$ cat config.mk
export PLATFORM = sky130hd
export DESIGN_NAME = packed_calendar_clock
export DESIGN_NICKNAME = d
export VERILOG_FILES = /design/src/rtl/cal_pkg.sv /design/src/rtl/cal_advance.sv /design/src/rtl/cal_alarm.sv /design/src/rtl/cal_bus_regs.sv /design/src/rtl/packed_calendar_clock.sv
export SDC_FILE = /design/constraint.sdc
export NUM_CORES = 1
export LEC_CHECK = 0
export ABC_AREA = 1
export BUFFER_PORTS_ARGS = -buffer_cell sky130_fd_sc_hd__buf_2
export CAP_MARGIN = 25
export CELL_PAD_IN_SITES_DETAIL_PLACEMENT = 0
export CELL_PAD_IN_SITES_GLOBAL_PLACEMENT = 1
export CORE_MARGIN = 2
export CORE_UTILIZATION = 44
export CTS_CLUSTER_DIAMETER = 150
export DETAILED_ROUTE_END_ITERATION = 7
export GPL_TIMING_DRIVEN = 0
export PLACE_DENSITY = 0.81
export SYNTH_ARGS = -nofsm -noshare
export SYNTH_HDL_FRONTEND = slang
export SYNTH_SLANG_ARGS = --single-unit
export TNS_END_PERCENT = 1
$ cat constraint.sdc
create_clock -name clk -period 3.8 [get_ports clk]
set_input_delay 0.19 -clock clk [delete_from_list [all_inputs] [get_ports clk]]
set_output_delay 0.19 -clock clk [all_outputs]
set_load 0.01 [all_outputs]
$ cat src/rtl/cal_pkg.sv
package cal_pkg;

  localparam int WORD_W = 32;
  localparam int YEAR_W = 16;
  localparam int NDIG   = YEAR_W / 4;
  localparam int RUN_BIT = 26;

  typedef struct packed {
    logic [2:0] pad;
    logic [3:0] mon;
    logic [4:0] mday;
    logic [2:0] wday;
    logic [4:0] hour;
    logic [5:0] min;
    logic [5:0] sec;
  } cal_word_t;

  localparam logic [7:0] OFS_TIME   = 8'h00;
  localparam logic [7:0] OFS_TMATCH = 8'h04;
  localparam logic [7:0] OFS_TLOAD  = 8'h08;
  localparam logic [7:0] OFS_CTRL   = 8'h0C;
  localparam logic [7:0] OFS_FLAG   = 8'h14;
  localparam logic [7:0] OFS_CLEAR  = 8'h1C;
  localparam logic [7:0] OFS_YEAR   = 8'h30;
  localparam logic [7:0] OFS_YMATCH = 8'h34;
  localparam logic [7:0] OFS_YLOAD  = 8'h38;

  function automatic logic [7:0] bcd_pair_to_bin(input logic [7:0] b);
    return (8'(b[7:4]) * 8'd10) + 8'(b[3:0]);
  endfunction

  function automatic logic leap_year(input logic [15:0] y);
    logic [7:0] yy;
    logic [7:0] cc;
    yy = bcd_pair_to_bin(y[7:0]);
    cc = bcd_pair_to_bin(y[15:8]);
    if (yy == 8'd0) return (cc[1:0] == 2'd0);
    return (yy[1:0] == 2'd0);
  endfunction

  function automatic logic [4:0] days_in_month(input logic [3:0] m, input logic leap);
    case (m)
      4'd2:                    return leap ? 5'd29 : 5'd28;
      4'd4, 4'd6, 4'd9, 4'd11: return 5'd30;
      default:                 return 5'd31;
    endcase
  endfunction

endpackage

$ cat src/rtl/cal_advance.sv
module cal_advance
  import cal_pkg::*;
(
  input  cal_word_t         cur_time,
  input  logic [YEAR_W-1:0] cur_year,
  output cal_word_t         nxt_time,
  output logic [YEAR_W-1:0] nxt_year
);

  logic       sec_wrap, min_wrap, hour_wrap, day_wrap, mon_wrap;
  logic       day_step, mon_step, year_step;
  logic [4:0] month_len;
  logic [NDIG:0] dig_carry;

  always_comb begin
    month_len = days_in_month(cur_time.mon, leap_year(cur_year));
    sec_wrap  = (cur_time.sec  >= 6'd59);
    min_wrap  = (cur_time.min  >= 6'd59);
    hour_wrap = (cur_time.hour >= 5'd23);
    day_wrap  = (cur_time.mday >= month_len);
    mon_wrap  = (cur_time.mon  >= 4'd12);
    day_step  = sec_wrap & min_wrap & hour_wrap;
    mon_step  = day_step & day_wrap;
    year_step = mon_step & mon_wrap;
  end

  always_comb begin
    nxt_time     = cur_time;
    nxt_time.sec = sec_wrap ? 6'd0 : cur_time.sec + 6'd1;
    if (sec_wrap)
      nxt_time.min = min_wrap ? 6'd0 : cur_time.min + 6'd1;
    if (sec_wrap && min_wrap)
      nxt_time.hour = hour_wrap ? 5'd0 : cur_time.hour + 5'd1;
    if (day_step) begin
      nxt_time.wday = (cur_time.wday >= 3'd7) ? 3'd1 : cur_time.wday + 3'd1;
      nxt_time.mday = day_wrap ? 5'd1 : cur_time.mday + 5'd1;
    end
    if (mon_step)
      nxt_time.mon = mon_wrap ? 4'd1 : cur_time.mon + 4'd1;
  end

  assign dig_carry[0] = year_step;

  for (genvar g = 0; g < NDIG; g++) begin : g_bcd_digit
    logic [3:0] dig;
    assign dig              = cur_year[4*g +: 4];
    assign dig_carry[g+1]   = dig_carry[g] & (dig >= 4'd9);
    assign nxt_year[4*g +: 4] = !dig_carry[g] ? dig :
                                (dig >= 4'd9) ? 4'd0 : dig + 4'd1;
  end

endmodule

$ cat src/rtl/cal_alarm.sv
module cal_alarm
  import cal_pkg::*;
(
  input  logic              clk,
  input  logic              rst_n,
  input  cal_word_t         cur_time,
  input  logic [YEAR_W-1:0] cur_year,
  input  cal_word_t         time_match,
  input  logic [YEAR_W-1:0] year_match,
  input  logic              clr_req,
  output logic              flag,
  output logic              set_evt
);

  logic hit, hit_q, flag_q, flag_d;

  always_comb begin
    hit     = (cur_time == time_match) && (cur_year == year_match);
    set_evt = hit & ~hit_q;
    flag_d  = set_evt | (flag_q & ~clr_req);
  end

  always_ff @(posedge clk or negedge rst_n) begin
    if (!rst_n) begin
      hit_q  <= 1'b0;
      flag_q <= 1'b0;
    end else begin
      hit_q  <= hit;
      flag_q <= flag_d;
    end
  end

  assign flag = flag_q;

endmodule

$ cat src/rtl/cal_bus_regs.sv
module cal_bus_regs
  import cal_pkg::*;
#(
  parameter int              ADDR_W   = 8,
  parameter logic [15:0]     RST_YEAR = 16'h2000
) (
  input  logic              clk,
  input  logic              rst_n,
  input  logic              bus_wr,
  input  logic [ADDR_W-1:0] bus_addr,
  input  logic [WORD_W-1:0] bus_wdata,
  output logic [WORD_W-1:0] bus_rdata,
  input  cal_word_t         cur_time,
  input  logic [YEAR_W-1:0] cur_year,
  input  logic              alarm_flag,
  output logic              run_en,
  output cal_word_t         time_match,
  output logic [YEAR_W-1:0] year_match,
  output logic [YEAR_W-1:0] year_stage,
  output cal_word_t         time_load,
  output logic              load_commit,
  output logic              alarm_clr
);

  logic              run_q, run_d;
  cal_word_t         tmatch_q, tmatch_d, tload_q, tload_d;
  logic [YEAR_W-1:0] ymatch_q, ymatch_d, ystage_q, ystage_d;
  logic              wr_tmatch, wr_tload, wr_ctrl, wr_ymatch, wr_yload;

  always_comb begin
    wr_tmatch   = bus_wr && (bus_addr == ADDR_W'(OFS_TMATCH));
    wr_tload    = bus_wr && (bus_addr == ADDR_W'(OFS_TLOAD));
    wr_ctrl     = bus_wr && (bus_addr == ADDR_W'(OFS_CTRL));
    wr_ymatch   = bus_wr && (bus_addr == ADDR_W'(OFS_YMATCH));
    wr_yload    = bus_wr && (bus_addr == ADDR_W'(OFS_YLOAD));
    alarm_clr   = bus_wr && (bus_addr == ADDR_W'(OFS_CLEAR)) && bus_wdata[0];
    load_commit = wr_tload;

    run_d    = wr_ctrl   ? bus_wdata[RUN_BIT]      : run_q;
    tmatch_d = wr_tmatch ? cal_word_t'(bus_wdata)  : tmatch_q;
    tload_d  = wr_tload  ? cal_word_t'(bus_wdata)  : tload_q;
    ymatch_d = wr_ymatch ? bus_wdata[YEAR_W-1:0]   : ymatch_q;
    ystage_d = wr_yload  ? bus_wdata[YEAR_W-1:0]   : ystage_q;
  end

  always_ff @(posedge clk or negedge rst_n) begin
    if (!rst_n) begin
      run_q    <= 1'b0;
      tmatch_q <= '0;
      tload_q  <= '0;
      ymatch_q <= '0;
      ystage_q <= RST_YEAR;
    end else begin
      run_q    <= run_d;
      tmatch_q <= tmatch_d;
      tload_q  <= tload_d;
      ymatch_q <= ymatch_d;
      ystage_q <= ystage_d;
    end
  end

  always_comb begin
    bus_rdata = '0;
    if      (bus_addr == ADDR_W'(OFS_TIME))   bus_rdata = cur_time;
    else if (bus_addr == ADDR_W'(OFS_TMATCH)) bus_rdata = tmatch_q;
    else if (bus_addr == ADDR_W'(OFS_TLOAD))  bus_rdata = tload_q;
    else if (bus_addr == ADDR_W'(OFS_CTRL))   bus_rdata[RUN_BIT] = run_q;
    else if (bus_addr == ADDR_W'(OFS_FLAG))   bus_rdata[0] = alarm_flag;
    else if (bus_addr == ADDR_W'(OFS_YEAR))   bus_rdata[YEAR_W-1:0] = cur_year;
    else if (bus_addr == ADDR_W'(OFS_YMATCH)) bus_rdata[YEAR_W-1:0] = ymatch_q;
    else if (bus_addr == ADDR_W'(OFS_YLOAD))  bus_rdata[YEAR_W-1:0] = ystage_q;
  end

  assign run_en     = run_q;
  assign time_match = tmatch_q;
  assign year_match = ymatch_q;
  assign year_stage = ystage_q;
  assign time_load  = cal_word_t'(bus_wdata);

endmodule

$ cat src/rtl/packed_calendar_clock.sv
module packed_calendar_clock
  import cal_pkg::*;
#(
  parameter int          ADDR_W   = 8,
  parameter logic [15:0] RST_YEAR = 16'h2000
) (
  input  logic              clk,
  input  logic              rst_n,
  input  logic              sec_strobe,
  input  logic              bus_wr,
  input  logic [ADDR_W-1:0] bus_addr,
  input  logic [31:0]       bus_wdata,
  output logic [31:0]       bus_rdata,
  output logic              alarm_flag
);

  localparam logic [WORD_W-1:0] RST_TIME =
    {3'd0, 4'd1, 5'd1, 3'd7, 5'd0, 6'd0, 6'd0};

  cal_word_t         time_q, time_d, adv_time, time_match, load_word;
  logic [YEAR_W-1:0] year_q, year_d, adv_year, year_match, year_stage;
  logic              ctrl_en, load_commit, alarm_clr, alarm_set;

  cal_bus_regs #(.ADDR_W(ADDR_W), .RST_YEAR(RST_YEAR)) i_regs (
    .clk         (clk),
    .rst_n       (rst_n),
    .bus_wr      (bus_wr),
    .bus_addr    (bus_addr),
    .bus_wdata   (bus_wdata),
    .bus_rdata   (bus_rdata),
    .cur_time    (time_q),
    .cur_year    (year_q),
    .alarm_flag  (alarm_flag),
    .run_en      (ctrl_en),
    .time_match  (time_match),
    .year_match  (year_match),
    .year_stage  (year_stage),
    .time_load   (load_word),
    .load_commit (load_commit),
    .alarm_clr   (alarm_clr)
  );

  cal_advance i_adv (
    .cur_time (time_q),
    .cur_year (year_q),
    .nxt_time (adv_time),
    .nxt_year (adv_year)
  );

  always_comb begin
    time_d = time_q;
    year_d = year_q;
    if (load_commit) begin
      time_d = load_word;
      year_d = year_stage;
    end else if (ctrl_en && sec_strobe) begin
      time_d = adv_time;
      year_d = adv_year;
    end
  end

  always_ff @(posedge clk or negedge rst_n) begin
    if (!rst_n) begin
      time_q <= cal_word_t'(RST_TIME);
      year_q <= RST_YEAR;
    end else begin
      time_q <= time_d;
      year_q <= year_d;
    end
  end

  cal_alarm i_alarm (
    .clk        (clk),
    .rst_n      (rst_n),
    .cur_time   (time_q),
    .cur_year   (year_q),
    .time_match (time_match),
    .year_match (year_match),
    .clr_req    (alarm_clr),
    .flag       (alarm_flag),
    .set_evt    (alarm_set)
  );

endmodule

# Word-level counts from Yosys, hierarchy flattened
# Cells that the tools add are included.
[op_classes] addsub=12 n_mul=2 n_lt_le_gt_ge=10 n_eq_ne=15 mux=40 bitwise_logic=12 reduce_logical=32
[ops] op="2-to-1 mux 16 bit" count=7
[ops] op="2-to-1 mux 32 bit" count=3
[ops] op="2-to-1 mux 4 bit" count=10
[ops] op="== test 32 bit" count=1
[ops] op="2-to-1 mux 29 bit" count=1
[ops] op="== test 8 x 6 -> 1 bit, second input constant" count=3
[ops] op="adder 4 x 1 -> 4 bit, second input constant" count=5
[ops] op=">= comparator 4 bit, second input constant" count=5
[ops] op="2-to-1 mux 5 bit" count=4
[ops] op="2-to-1 mux 6 bit" count=3
[ops] op="nonzero test 2 bit" count=9
[ops] op="== test 16 bit" count=1
[ops] op="== test 8 x 4 -> 1 bit, second input constant" count=2
[ops] op="== test 8 x 5 -> 1 bit, second input constant" count=2
[ops] op="zero test 8 bit" count=2
[ops] op="AND reduction 2 bit" count=8
[ops] op="2-to-1 mux 15 bit" count=1
[ops] op="adder 6 x 1 -> 6 bit, second input constant" count=2
[ops] op=">= comparator 6 bit, second input constant" count=2
[ops] op="adder 5 x 1 -> 5 bit, second input constant" count=2
[ops] op="logical AND 1 bit" count=10
[ops] op="2-to-1 mux 10 bit" count=1
[ops] op="case mux 5 bit (2 select lines)" count=1
[ops] op="AND 1 bit" count=9
[ops] op="other kinds (19)" count=29
[totals] ff_bits=147 inputBits=44 out_inout_bits=33 wordCells=153

# Depth between registers and ports, before layout
[depth] word_depth=16 mapped_depth=21 mapped_depth_nobuf=21

# Cells and area by module
# A second synthesis with hierarchy kept.
[unflattened] hier_cells=1521 area_unflattened_um2=10233.6
[by_module_without_submodules] module="cal_bus_regs" n_inst=1 cells_each=660 area_each_um2=5128.7
[by_module_without_submodules] module="packed_calendar_clock" n_inst=1 cells_each=364 area_each_um2=2489.9
[by_module_without_submodules] module="cal_advance" n_inst=1 cells_each=286 area_each_um2=1677.9
[by_module_without_submodules] module="cal_alarm" n_inst=1 cells_each=211 area_each_um2=937.1

# Worst setup path after synthesis
# OpenSTA, ideal clock, no wires.
[synth_path] path_kind="reg2reg" from="reg year_q[5]" to="reg year_q[7]" setup_ns=0.127 t_arrival_ns=2.931 slack_ns=0.742 path_stages_with_launch=19 n_path_buf=0 period_less_slack_ns=3.058 cell_sequence="dfrtp_1 > ha_1 > ha_1 > fa_1 > o21ai_0 > nand3_1 > nor2_1 > nand3_1 > nand2_1 > a21oi_1 > ha_1 > o21ai_0 > nand2_1 > nand3_1 > nand2_4 > nand3_1 > inv_2 > nand2_1 > o21ai_0"
[synth_via] elab_chain_cells=13 elab_cells_between_ends=19 classes_between="add/sub: 2; mul: 1; order compare: 2; mux: 8; bitwise: 3; reduce/logical: 3"
[synth_lines] element="start: declaration" line_no="packed_calendar_clock.sv:21" source="logic [YEAR_W-1:0] year_q, year_d, adv_year, year_match, year_stage;"
[synth_lines] element="start signal: assignment" line_no="packed_calendar_clock.sv:68" source="year_q <= year_d;"
[synth_lines] element="multiplier 4 x 3 -> 7 bit" line_no="cal_pkg.sv:29" source="return (8'(b[7:4]) * 8'd10) + 8'(b[3:0]);"
[synth_lines] element="adder 8 x 4 -> 8 bit" line_no="cal_pkg.sv:29"
[synth_lines] element="zero test 8 bit" line_no="cal_pkg.sv:37" source="if (yy == 8'd0) return (cc[1:0] == 2'd0);"
[synth_lines] element="2-to-1 mux 1 bit" line_no="cal_pkg.sv:37"
[synth_lines] element="2-to-1 mux 1 bit" line_no="cal_pkg.sv:38" source="return (yy[1:0] == 2'd0);"
[synth_lines] element="2-to-1 mux 1 bit" line_no="cal_pkg.sv:43" source="4'd2: return leap ? 5'd29 : 5'd28;"
[synth_lines] element="case mux 5 bit (2 select lines)" line_no="cal_pkg.sv:42" source="case (m)"
[synth_lines] element=">= comparator 5 bit" line_no="cal_advance.sv:20" source="day_wrap = (cur_time.mday >= month_len);"
[synth_lines] element="AND 1 bit" line_no="cal_advance.sv:23" source="mon_step = day_step & day_wrap;"
[synth_lines] element="AND 1 bit" line_no="cal_advance.sv:24" source="year_step = mon_step & mon_wrap;"
[synth_lines] element="AND 1 bit" line_no="cal_advance.sv:47" source="assign dig_carry[g+1] = dig_carry[g] & (dig >= 4'd9);"
[synth_lines] element="nonzero test 2 bit (no source line)"
[synth_lines] element="AND reduction 2 bit (no source line)"
# Several ways; a longest one is shown, not always the timed one. The select of a mux whose other input is x is not followed.
# A chain may end at the register's enable or synchronous reset.

# Worst setup path after layout
[layout_path] from="reg year_q[5]" to="reg year_q[14]"
[layout_via] elab_chain_cells=15 elab_cells_between_ends=16 classes_between="add/sub: 1; mul: 1; order compare: 2; mux: 4; bitwise: 5; reduce/logical: 3"
[layout_lines] element="multiplier 4 x 3 -> 7 bit" line_no="cal_pkg.sv:29"
[layout_lines] element="adder 8 x 4 -> 8 bit" line_no="cal_pkg.sv:29"
[layout_lines] element="zero test 8 bit" line_no="cal_pkg.sv:37"
[layout_lines] element="2-to-1 mux 1 bit" line_no="cal_pkg.sv:37"
[layout_lines] element="2-to-1 mux 1 bit" line_no="cal_pkg.sv:38"
[layout_lines] element="2-to-1 mux 1 bit" line_no="cal_pkg.sv:43"
[layout_lines] element="case mux 5 bit (2 select lines)" line_no="cal_pkg.sv:42"
[layout_lines] element=">= comparator 5 bit" line_no="cal_advance.sv:20"
[layout_lines] element="AND 1 bit" line_no="cal_advance.sv:23"
[layout_lines] element="AND 1 bit" line_no="cal_advance.sv:24"
[layout_lines] element="AND 1 bit" line_no="cal_advance.sv:47"
[layout_lines] element="AND 1 bit (*) (2 in series)" line_no="cal_advance.sv:47"
[layout_lines] element="nonzero test 2 bit (no source line) (*)"
[layout_lines] element="AND reduction 2 bit (no source line) (*)"
# Mark *: on every way between the ends. The rest lies on a longest branch, timed or not.

==> results_tabular.tex <==
\begin{tabular}{lr}
\hline
Metric & Value \\
\hline
\multicolumn{2}{l}{\textbf{Outcome}} \\
\quad Result of the run & finished clean \\
\multicolumn{2}{l}{\textbf{Timing}} \\
\quad Final Critical Period & 3.49 ns \\
\quad Highest clock frequency the design can meet & 0.286 GHz \\
\quad Worst setup skew after layout & 0.0125 ns \\
\quad Setup Viol. Count Final & 0 \\
\quad Setup\_tns & 0 ns \\
\quad Unrepaired setup endpoints after global routing & no \\
\quad Post-route fraction of the period consumed by the critical path & 0.920 \\
\quad Worst slew pin tran & 0.765 ns \\
\quad Worst Hold Margin & 0.00627 ns \\
\quad Worst relative slew slack & 0.490 \\
\quad Final Max Tran Viols & 0 \\
\quad Number of hold violations in the final report & 0 \\
\multicolumn{2}{l}{\textbf{Yosys}} \\
\quad Number of synthesized register bits & 147 \\
\quad Post-synthesis async set-or-reset flop share & 1.00 \\
\quad Syn avg cell area & 7.37 sq um \\
\quad Portion of the post-synthesis area used by sequential elements & 0.417 \\
\quad Post-synthesis cell count & 1200 \\
\quad Cell types occupying the most area after synthesis & sky130\_fd\_sc\_hd\_\_dfrtp\_1, sky130\_fd\_sc\_hd\_\_nand2\_1, sky130\_fd\_sc\_hd\_\_o21ai\_0 \\
\quad Cell area after synthesis & 0.00885 sq mm \\
\quad Net count after synthesis & 1277 \\
\quad Number of warning messages in the yosys log & 0 \\
\quad Synth Flop Type & sky130\_fd\_sc\_hd\_\_dfrtp\_1 \\
\quad Fraction of synthesized cell area taken by the top area cell type & 0.396 \\
\quad Top cell type by total area after synthesis & sky130\_fd\_sc\_hd\_\_dfrtp\_1 \\
\quad Post-synthesis cell type count & 43 \\
\quad Count of flip-flops with a built-in enable after synthesis & 0 \\
\multicolumn{2}{l}{\textbf{Clock network}} \\
\quad H-tree level count & 4 \\
\quad Clock sink count & 147 \\
\quad Clock Root Buffer & sky130\_fd\_sc\_hd\_\_clkbuf\_16 \\
\quad Clock input transition at the sequential cells of the worst setup and hold paths & 0.06 ns \\
\quad Num CTS Buffers & 17 \\
\quad Clk Latency, worst-skew pair & 0.43 ns \\
\quad Number of buffers on the longest clock path & 2 \\
\quad Clock tree from TritonCTS & built \\
\multicolumn{2}{l}{\textbf{Cells and area}} \\
\quad Layout Nets & 1390 \\
\quad Number of filler cells placed in the layout & 2008 \\
\quad Post-Route Utilization & 0.527 \\
\quad Layout-stage area growth over the synthesis result & 16.8\% \\
\quad Ratio of cells with drive above 1 in the final layout & 0.127 \\
\quad Most frequent cells in the layout & sky130\_fd\_sc\_hd\_\_nand2\_1, sky130\_fd\_sc\_hd\_\_inv\_1, sky130\_fd\_sc\_hd\_\_dfrtp\_1 \\
\quad Non-filler instance count after layout & 1591 \\
\quad Diodes inserted & 0 \\
\quad Most common library cell in the layout ignoring fill and taps & sky130\_fd\_sc\_hd\_\_nand2\_1 \\
\multicolumn{2}{l}{\textbf{Routing}} \\
\quad 1st-iter DRT viols & 549 \\
\quad Wire length after detailed routing & 27200 um \\
\quad Overall via count from detail\_route & 8133 \\
\quad Routed via count divided by cell count & 5.11 \\
\quad Drt wl/cell & 17.1 um \\
\quad Count of antenna-violating nets left after detailed routing & 0 \\
\quad Post-route DRC violation count & 0 \\
\quad Detailed Routing Iterations Pass 1 & 5 \\
\multicolumn{2}{l}{\textbf{Power}} \\
\quad Max IR drop VDD & 342 uV \\
\quad Power per cell area & 384 mW/mm\^{}2 \\
\quad Overall power after layout & 3.97 mW \\
\quad Standby leakage power & 5.45 nW \\
\multicolumn{2}{l}{\textbf{Setup path}} \\
\quad Worst reg2reg setup slack & 0.31 ns \\
\quad Arrival time at the worst endpoint & 3.81 ns \\
\quad Critical Path Fanout Max & 7 \\
\quad CP endpoint kind & flip-flop \\
\quad Worst flop-to-flop path startpoint & year\_q[5] \\
\quad Worst R2R Path Depth & 18 \\
\quad Worst r2r dst & year\_q[14] \\
\quad Type of the worst setup path & flip-flop to flip-flop \\
\quad Critical path startpoint category & flip-flop \\
\quad Required time worst endpoint & 4.11 ns \\
\multicolumn{2}{l}{\textbf{Placed design}} \\
\quad Final Wtd Congestion & 0.891 \\
\quad Placed Instances & 1542 \\
\quad I/O Buffers & 76 \\
\quad Post-DP HPWL & 20300 um \\
\multicolumn{2}{l}{\textbf{Global routing}} \\
\quad Via count of the first global-routing pass & 7677 \\
\quad Total track usage & 0.261 \\
\quad Initial antenna violation count & 0 \\
\quad GRT overflow & 0 \\
\quad Maximum number of pins on one net before global-route repair & 97 \\
\quad Global-route wire length before repair & 42800 um \\
\multicolumn{2}{l}{\textbf{Floorplanning}} \\
\quad Overall die width & 146 um \\
\quad Placement row count & 51 \\
\quad Die Y-Extent & 146 um \\
\quad Number of top-level pins & 77 \\
\quad Die area & 0.0213 sq mm \\
\quad Core footprint & 0.0196 sq mm \\
\quad Initial cell density of the core & 0.452 \\
\multicolumn{2}{l}{\textbf{Worst hold path}} \\
\quad Number of stages on the worst hold path & 3 \\
\quad Class of the worst hold path & input pin to flip-flop \\
\quad Hold Path End & i\_regs.tload\_q[8] \\
\quad Worst hold start & bus\_wdata[8] \\
\multicolumn{2}{l}{\textbf{Flow run}} \\
\quad Max-cap viol count & 0 \\
\hline
\end{tabular}
## registers in the layout, summed over array words and instances, names as in the netlist
register and count:
i_regs.tload_q 32, year_q 16, time_q 32, i_regs.year_stage 16, i_regs.run_en 1, i_regs.time_match 32, i_alarm.flag 1, i_alarm.hit_q 1
i_regs.year_match 16
## cell usage after synthesis (2+ instances only)
master	instances
sky130_fd_sc_hd__nand2_1	393
sky130_fd_sc_hd__inv_1	144
sky130_fd_sc_hd__dfrtp_1	140
sky130_fd_sc_hd__o21ai_0	138
sky130_fd_sc_hd__nor2_1	73
sky130_fd_sc_hd__nand3_1	48
sky130_fd_sc_hd__a21oi_1	38
sky130_fd_sc_hd__xor2_1	32
sky130_fd_sc_hd__ha_1	31
sky130_fd_sc_hd__nand4_1	24
sky130_fd_sc_hd__clkbuf_1	20
sky130_fd_sc_hd__buf_2	13
sky130_fd_sc_hd__o211ai_1	9
sky130_fd_sc_hd__nor2_2	8
sky130_fd_sc_hd__dfstp_2	7
sky130_fd_sc_hd__o21ai_1	7
sky130_fd_sc_hd__xnor2_1	7
sky130_fd_sc_hd__mux2_1	6
sky130_fd_sc_hd__o221ai_1	6
sky130_fd_sc_hd__buf_6	5
sky130_fd_sc_hd__inv_2	5
sky130_fd_sc_hd__nor3_1	5
sky130_fd_sc_hd__o22ai_1	5
sky130_fd_sc_hd__or2_2	5
sky130_fd_sc_hd__mux2_2	4
sky130_fd_sc_hd__nand2_2	4
sky130_fd_sc_hd__nand2_4	3
sky130_fd_sc_hd__buf_4	2
sky130_fd_sc_hd__fa_1	2
sky130_fd_sc_hd__nand3b_1	2
sky130_fd_sc_hd__o21ai_2	2
## final cells by class
cell class	count	area, sq um	area share
Buffer	40	211	0.0205
Clock buffer	26	469	0.0454
Clock inverter	6	80.1	0.00775
Inverter	151	568	0.0550
Multi-Input combinational cell	862	4400	0.426
Sequential cell	147	3690	0.357
Tap cell	265	332	0.0321
Timing Repair Buffer	94	579	0.0561
## kinds of logic after synthesis
logic type	count (synthesis)	share of synthesized area
DFF	147	0.417
muxes	10	0.0127
xor gates and xnor gates	39	0.0386
buffers and inverters	191	0.0881
AOI/OAI and AO/OA	210	0.127
adders and majority gates	33	0.0484
and+or+nand+nor	570	0.269
## worst max-delay path, stage by stage (launching register included)
cell                      delay (ns)
sky130_fd_sc_hd__dfrtp_2        0.47
sky130_fd_sc_hd__ha_1           0.33
sky130_fd_sc_hd__ha_1           0.23
sky130_fd_sc_hd__fa_1           0.49
sky130_fd_sc_hd__o21ai_1        0.16
sky130_fd_sc_hd__nand3_1        0.08
sky130_fd_sc_hd__nor2_1         0.10
sky130_fd_sc_hd__nand3_1        0.09
sky130_fd_sc_hd__nand2_1        0.16
sky130_fd_sc_hd__a21oi_1        0.10
sky130_fd_sc_hd__ha_1           0.27
sky130_fd_sc_hd__o21ai_0        0.08
sky130_fd_sc_hd__nand2_1        0.10
sky130_fd_sc_hd__nand3_2        0.11
sky130_fd_sc_hd__nand2_4        0.17
sky130_fd_sc_hd__buf_4          0.13
sky130_fd_sc_hd__nand4_2        0.13
sky130_fd_sc_hd__nand2_1        0.10
sky130_fd_sc_hd__nand2_1        0.06
## worst max path at each step
stage / from / endpoint / slack (ns) / depth (start not counted)
after detailed placement: year_q[5] / year_q[7] / 0.17 / 18
final: year_q[5] / year_q[14] / 0.31 / 18
after floorplan: year_q[5] / year_q[7] / 0.74 / 18
after CTS: year_q[5] / year_q[7] / 0.15 / 18
after global placement: year_q[5] / year_q[7] / 0.19 / 18
after global routing: year_q[5] / year_q[14] / 0.04 / 18
## routing by layer
layer	wire length [um]	GRT usage	vias to the layer above
li1	-	-	4077
met3	1220	0.0379	34
met4	493	0.0740	0
met2	12400	0.406	177
met5	0	0	-
met1	13100	0.381	3845
## per-stage QoR
| stage | setup WS, ns | area [sq um] |
|---|---|---|
| 2_1_floorplan | 0.742 | 8850 |
| 3_3_place_gp | 0.191 | 9560 |
| 3_5_place_dp | 0.167 | 9590 |
| 4_1_cts | 0.149 | 10300 |
| 5_1_grt | 0.0428 | 10300 |
| 6_report | 0.306 | 10300 |
## power by group
part	internal (mW)	switching (mW)
registers	1.69	0.134
clock network	0.980	0.643
logic	0.203	0.324
## what timing repair did
| item | 4_1_cts | 5_1_grt |
|---|---|---|
| endpoints found under the hold margin | 65 | 0 |
| setup buffers | 0 | 2 |
| setup endpoints to repair | 0 | 21 |
| gates resized for setup | 0 | 7 |
| hold buffers | 15 | 0 |
Note: power is estimated with default switching activity, not from simulation.
